==> src/rtl/pdb_pkg.sv <==
package pdb_pkg;

  typedef enum logic [1:0] {
    ACC_IDLE = 2'd0,
    ACC_HIT  = 2'd1,
    ACC_MISS = 2'd2
  } acc_kind_e;

  function automatic acc_kind_e classify_access(input logic touches_set, input logic is_hit);
    if (!touches_set) return ACC_IDLE;
    return is_hit ? ACC_HIT : ACC_MISS;
  endfunction

endpackage

==> src/rtl/pdb_rpd_bank.sv <==
module pdb_rpd_bank #(
  parameter int unsigned WAYS     = 4,
  parameter int unsigned SETS     = 32,
  parameter int unsigned RPD_W    = 3,
  parameter int unsigned RPD_INIT = 4,
  localparam int unsigned WAY_W   = $clog2(WAYS),
  localparam int unsigned SET_W   = $clog2(SETS)
) (
  input  logic                  clk_i,
  input  logic                  rst_ni,
  input  logic                  req_valid_i,
  input  logic [SET_W-1:0]      req_set_i,
  input  logic                  req_hit_i,
  input  logic [WAY_W-1:0]      req_hit_way_i,
  input  logic                  fill_valid_i,
  input  logic [SET_W-1:0]      fill_set_i,
  input  logic [WAY_W-1:0]      fill_way_i,
  output logic [WAYS*RPD_W-1:0] rd_rpd_o
);
  import pdb_pkg::*;

  localparam int unsigned LINES = SETS * WAYS;
  localparam logic [RPD_W-1:0] PROT = RPD_W'(RPD_INIT);

  logic [RPD_W-1:0] cnt_arr [LINES];

  for (genvar s = 0; s < SETS; s++) begin : g_set
    acc_kind_e kind;
    assign kind = classify_access(req_valid_i && (req_set_i == SET_W'(s)), req_hit_i);

    for (genvar w = 0; w < WAYS; w++) begin : g_way
      logic [RPD_W-1:0] cnt_q, cnt_d;
      logic             cnt_en;
      logic             fill_here;

      assign fill_here = fill_valid_i && (fill_set_i == SET_W'(s)) && (fill_way_i == WAY_W'(w));

      // next-state: age, refresh on hit, fill has the last word
      always_comb begin
        cnt_d  = cnt_q;
        cnt_en = 1'b0;
        unique case (kind)
          ACC_HIT: begin
            cnt_en = 1'b1;
            if (req_hit_way_i == WAY_W'(w)) cnt_d = PROT;
            else if (cnt_q != '0)           cnt_d = cnt_q - 1'b1;
          end
          ACC_MISS: begin
            cnt_en = 1'b1;
            if (cnt_q != '0) cnt_d = cnt_q - 1'b1;
          end
          default: ;
        endcase
        if (fill_here) begin
          cnt_en = 1'b1;
          cnt_d  = PROT;
        end
      end

      always_ff @(posedge clk_i or negedge rst_ni) begin
        if (!rst_ni)     cnt_q <= '0;
        else if (cnt_en) cnt_q <= cnt_d;
      end

      assign cnt_arr[s*WAYS + w] = cnt_q;
    end
  end

  // read port for the requested set
  always_comb begin
    rd_rpd_o = '0;
    for (int w = 0; w < WAYS; w++) begin
      rd_rpd_o[w*RPD_W +: RPD_W] = cnt_arr[int'(req_set_i)*WAYS + w];
    end
  end

endmodule

==> src/rtl/pdb_way_select.sv <==
module pdb_way_select #(
  parameter int unsigned WAYS   = 4,
  parameter int unsigned RPD_W  = 3,
  localparam int unsigned WAY_W = $clog2(WAYS)
) (
  input  logic                  req_valid_i,
  input  logic                  req_hit_i,
  input  logic [WAYS*RPD_W-1:0] rd_rpd_i,
  input  logic [WAYS-1:0]       rsv_mask_i,
  output logic                  bypass_o,
  output logic                  victim_valid_o,
  output logic [WAY_W-1:0]      victim_way_o
);
  logic [WAYS-1:0] usable;
  logic            is_miss;

  for (genvar w = 0; w < WAYS; w++) begin : g_cand
    assign usable[w] = (rd_rpd_i[w*RPD_W +: RPD_W] == '0) && !rsv_mask_i[w];
  end

  assign is_miss = req_valid_i && !req_hit_i;

  // lowest usable way wins: scan from the top down
  always_comb begin
    victim_way_o = '0;
    for (int w = WAYS - 1; w >= 0; w--) begin
      if (usable[w]) victim_way_o = WAY_W'(w);
    end
  end

  assign bypass_o       = is_miss && (usable == '0);
  assign victim_valid_o = is_miss && (usable != '0);

endmodule

==> src/rtl/pdb_bypass_ctrl.sv <==
module pdb_bypass_ctrl #(
  parameter int unsigned WAYS     = 4,
  parameter int unsigned SETS     = 32,
  parameter int unsigned RPD_W    = 3,
  parameter int unsigned RPD_INIT = 4,
  localparam int unsigned WAY_W   = $clog2(WAYS),
  localparam int unsigned SET_W   = $clog2(SETS)
) (
  input  logic             clk_i,
  input  logic             rst_ni,
  input  logic             req_valid_i,
  input  logic [SET_W-1:0] req_set_i,
  input  logic             req_hit_i,
  input  logic [WAY_W-1:0] req_hit_way_i,
  input  logic             fill_valid_i,
  input  logic [SET_W-1:0] fill_set_i,
  input  logic [WAY_W-1:0] fill_way_i,
  input  logic [WAYS-1:0]  rsv_mask_i,
  output logic             bypass_o,
  output logic             victim_valid_o,
  output logic [WAY_W-1:0] victim_way_o
);
  logic [WAYS*RPD_W-1:0] rd_rpd;

  pdb_rpd_bank #(
    .WAYS(WAYS), .SETS(SETS), .RPD_W(RPD_W), .RPD_INIT(RPD_INIT)
  ) u_bank (
    .clk_i         (clk_i),
    .rst_ni        (rst_ni),
    .req_valid_i   (req_valid_i),
    .req_set_i     (req_set_i),
    .req_hit_i     (req_hit_i),
    .req_hit_way_i (req_hit_way_i),
    .fill_valid_i  (fill_valid_i),
    .fill_set_i    (fill_set_i),
    .fill_way_i    (fill_way_i),
    .rd_rpd_o      (rd_rpd)
  );

  pdb_way_select #(
    .WAYS(WAYS), .RPD_W(RPD_W)
  ) u_sel (
    .req_valid_i    (req_valid_i),
    .req_hit_i      (req_hit_i),
    .rd_rpd_i       (rd_rpd),
    .rsv_mask_i     (rsv_mask_i),
    .bypass_o       (bypass_o),
    .victim_valid_o (victim_valid_o),
    .victim_way_o   (victim_way_o)
  );

endmodule

==> config.mk <==
export PLATFORM = sky130hd
export DESIGN_NAME = pdb_bypass_ctrl
export DESIGN_NICKNAME = d
export VERILOG_FILES = /design/src/rtl/pdb_pkg.sv /design/src/rtl/pdb_rpd_bank.sv /design/src/rtl/pdb_way_select.sv /design/src/rtl/pdb_bypass_ctrl.sv
export SDC_FILE = /design/constraint.sdc
export NUM_CORES = 1
export LEC_CHECK = 0
export BUFFER_PORTS_ARGS = -buffer_cell sky130_fd_sc_hd__buf_2
export CAP_MARGIN = 15
export CORE_MARGIN = 3
export CORE_UTILIZATION = 50
export DETAILED_ROUTE_END_ITERATION = 10
export PLACE_DENSITY = 0.65
export RECOVER_POWER = 100
export SLEW_MARGIN = 20
export SYNTH_ARGS = -nofsm -noshare
export SYNTH_HDL_FRONTEND = slang
export SYNTH_SLANG_ARGS = --single-unit
==> constraint.sdc <==
create_clock -name clk_i -period 3.5 [get_ports clk_i]
set_clock_uncertainty 0.2 [all_clocks]
set_input_delay 0.175 -clock clk_i [delete_from_list [all_inputs] [get_ports clk_i]]
set_output_delay 0.175 -clock clk_i [all_outputs]
set_load 0.02 [all_outputs]
==> flow_summary.ini <==
[timing]
final.period_utilization = 0.980
fmax_mhz = 291
min_period_ns = 3.43
finalHoldViolCount = 0
relSlewSlack = -0.429
setup_violations = 0
setup_tns_ns = 0
tightest_slew_ns = 2.14
drv_slew = 281

[cells_and_area]
final_cells = 4142
largest_register_ff_count = 384
drive_gt1_frac = 0.0623
top_regs = u_bank.g_set.g_way.cnt_q (384)
top_register = u_bank.g_set.g_way.cnt_q
area_delta_synth_final_pct = 9.91
final_nets = 3824

[route]
first_pass_iters = 8
via_per_inst = 6.15
drtAntennaViolNets = 0
wl_um = 90200
wire_per_inst_um = 21.8
num_vias = 25460
first_iter_violations = 2684
route.detailed.drc = 0

[synthesis]
synthArstFlopShare = 1.00
synth_cell_types = 68
synth_top_area_share = 0.354
yosysSeqAreaShare = 0.354
ys_seq_elements = 384
yosysWarnings = 0
yosys-top-cells-area = dfrtp_1 35%, ha_1 18%, nor2_1 7.7%
syn_area_um2 = 27200
synthTopCellsByCount = 559 x nor2_1, 521 x inv_1, 384 x dfrtp_1, 384 x ha_1, 324 x nand2_1
synth_edf_count = 0
synth_nets = 3813
ys.flop_type = dfrtp_1
synth_top_area_cell = dfrtp_1
syn_inst = 3406
syn_avg_cell_area_um2 = 7.97
synth.most_common_cell = nor2_1

[min_path]
hold_path_class = in2reg
holdPathStages = 3
worstHoldStart = fill_set_i[0]
min_to = u_bank.g_set[7].g_way[1].cnt_q[2]$_DFFE_PN0P_

[cts]
worst_skew_pair.late_latency_ns = 0.59
cts_tree = yes
htree_levels = 2
clock_path_buffers = 3
cts_sinks = 384
cts_buffers = 47
root_buffer = clkbuf_16
clk_pin_slew_worst_paths_ns = 0.06

[floorplanning]
core_um2 = 53200
floorplan.rows = 84
die_width_um = 239
die_y_um = 239
start_util = 0.511
die_area_um2 = 57100
ioPinCount = 27

[placed_design]
place.gp.congestion = 1.01
dp_hpwl_um = 62400
dp.cells = 4051
port_buffers = 26

[power]
leakagePower_nw = 14.6
power_density_nw_per_um2 = 612
peakVddDrop_mv = 0.530

[global_routing]
first_global_vias = 24723
antenna_found_initial = 2
grt-ovfl-total = 0
grt_start_max_net_pins = 93
track_usage = 0.314
grt_pass1_wl_um = 141000

[worst_setup_path]
slowest_stage = a2111oi_2
cp-start-kind = flop
r2r_start = u_bank.g_set[6].g_way[1].cnt_q[0]$_DFFE_PN0P_
crit_required_ns = 3.12
r2r_cells = 6
critical_path_class = reg2out
cp.arrival_ns = 3.06
critPathBufInv = 2
crit_start = u_bank.g_set[19].g_way[1].cnt_q[0]$_DFFE_PN0P_
slowest_delay_ns = 0.56
crit_chain = nor2_1 -> a2111oi_2 -> a2111oi_4 -> nand4_1 -> o41ai_4 -> buf_4 -> nor4_4 -> and3b_1 -> buf_2
reg2reg_to = u_bank.g_set[6].g_way[1].cnt_q[0]$_DFFE_PN0P_
r2r_setup_slack_ns = 1.72
cp_max_fo = 4
end_kind = output pin
crit_family = simple AND/OR/NAND/NOR gates

[job]
maxCapViolCount = 6

[run_status]
status = finished, violations left
failed_checks = max-capacitance violations, max-slew violations
==> timing repair <==
action | CTS | global route
buffers inserted | 0 | 3
endpoints found under the setup margin | 3 | 4
gates cloned | 0 | 0
hold buffers | 3 | 0
gates resized for setup | 4 | 20
hold endpoints to repair | 340 | 0
pin swaps | 1 | 11
==> tightest hold or removal path, delay by kind of cell <==
| kind | cells | cell delay, ns |
|---|---|---|
| buf+inv | 1 | 0.19 |
| simple gates | 1 | 0.31 |
| compound gates | 1 | 0.12 |
==> report_power, final <==
part / leakage [nW] / switching, W / internal, W
clock: 0.762 / 0.00200 / 0.00295
combinational: 8.95 / 0.00374 / 0.00251
sequential: 4.92 / 0.00140 / 0.00568
==> metrics by stage <==
step | cell area [um^2] | util | hold slack (ns) | worst slack (ns) | power, W
6_report | 29800 | 0.561 | 0.0654 | 0.0689 | 0.0183
5_1_grt | 29800 | 0.561 | 0.0908 | -0.0844 | 0.0196
4_1_cts | 29900 | 0.562 | 0.0341 | -0.0147 | 0.0182
3_5_place_dp | 28300 | 0.531 | -0.0291 | 0.199 | 0.0132
3_3_place_gp | 28300 | 0.531 | -0.0375 | 0.253 | 0.0127
2_1_floorplan | 27200 | - | -0.321 | 1.02 | 0.0111
==> per-layer routing <==
metal,track usage,routed length (um),vias to the layer above
met3,0.0532,8790,228
li1,-,-,11489
met1,0.444,38500,12524
met2,0.480,39300,1217
met5,0,13,-
met4,0.128,3650,2
==> cell usage in the layout (no fill, tap or decap), types with 3 or more instances in the layout <==
cell | synthesis | routed
buf_4 | 9 | 57
o211ai_1 | 4 | 4
dfrtp_1 | 384 | 383
nor3_2 | 1 | 3
a21oi_1 | 260 | 259
nor3b_1 | 8 | 8
o21ai_1 | 3 | 4
nand4_1 | 6 | 6
nor4b_1 | 10 | 10
buf_2 | 16 | 21
o32ai_1 | 5 | 5
clkbuf_8 | 0 | 15
inv_1 | 521 | 521
a41oi_1 | 5 | 5
nand2_1 | 324 | 323
nor2_1 | 559 | 559
nor2b_1 | 11 | 11
ha_1 | 384 | 384
clkbuf_16 | 0 | 49
nor3_1 | 183 | 181
o22ai_1 | 129 | 129
clkinv_2 | 0 | 5
mux4_2 | 15 | 15
buf_12 | 0 | 8
a2111oi_4 | 0 | 3
clkbuf_2 | 0 | 7
a311oi_1 | 13 | 13
o21bai_1 | 6 | 6
a21o_1 | 10 | 10
a211oi_1 | 10 | 8
nand3_1 | 18 | 17
mux2i_1 | 14 | 14
a31oi_1 | 20 | 20
o21ai_0 | 17 | 16
a211oi_2 | 1 | 3
nor4_1 | 275 | 273
clkbuf_1 | 107 | 33
nand2b_1 | 9 | 7
==> logic make-up (layout without fill, tap and decap cells) <==
family,count (synthesis),after routing,synth area share
buf+inv,676,723,0.0983
other cells,0,1,0
flops,384,384,0.354
simple gates,1425,1425,0.241
mux,30,30,0.0186
fa+ha+maj,384,384,0.177
compound gates,507,507,0.111
==> how the worst max path moves through the flow <==
| stage | to | depth (start not counted) | slack (ns) |
|---|---|---|---|
| 2_1_floorplan | victim_way_o[1] | 6 | 1.02 |
| 3_3_place_gp | victim_way_o[0] | 11 | 0.25 |
| 3_5_place_dp | bypass_o | 11 | 0.20 |
| 4_1_cts | victim_way_o[0] | 8 | -0.01 |
| 5_1_grt | victim_way_o[0] | 8 | -0.08 |
| 6_report | bypass_o | 9 | 0.07 |
==> layout make-up <==
type	count	area, um^2
Clock buffer	78	1490
Clock inverter	7	62.6
Tap cell	688	861
Fill cell	4834	23300
Antenna cell	1	2.50
Timing Repair Buffer	116	838
Multi-Input combinational cell	2346	15000
Inverter	522	1960
Sequential cell	384	9610
(Power assumes the default switching activity.)
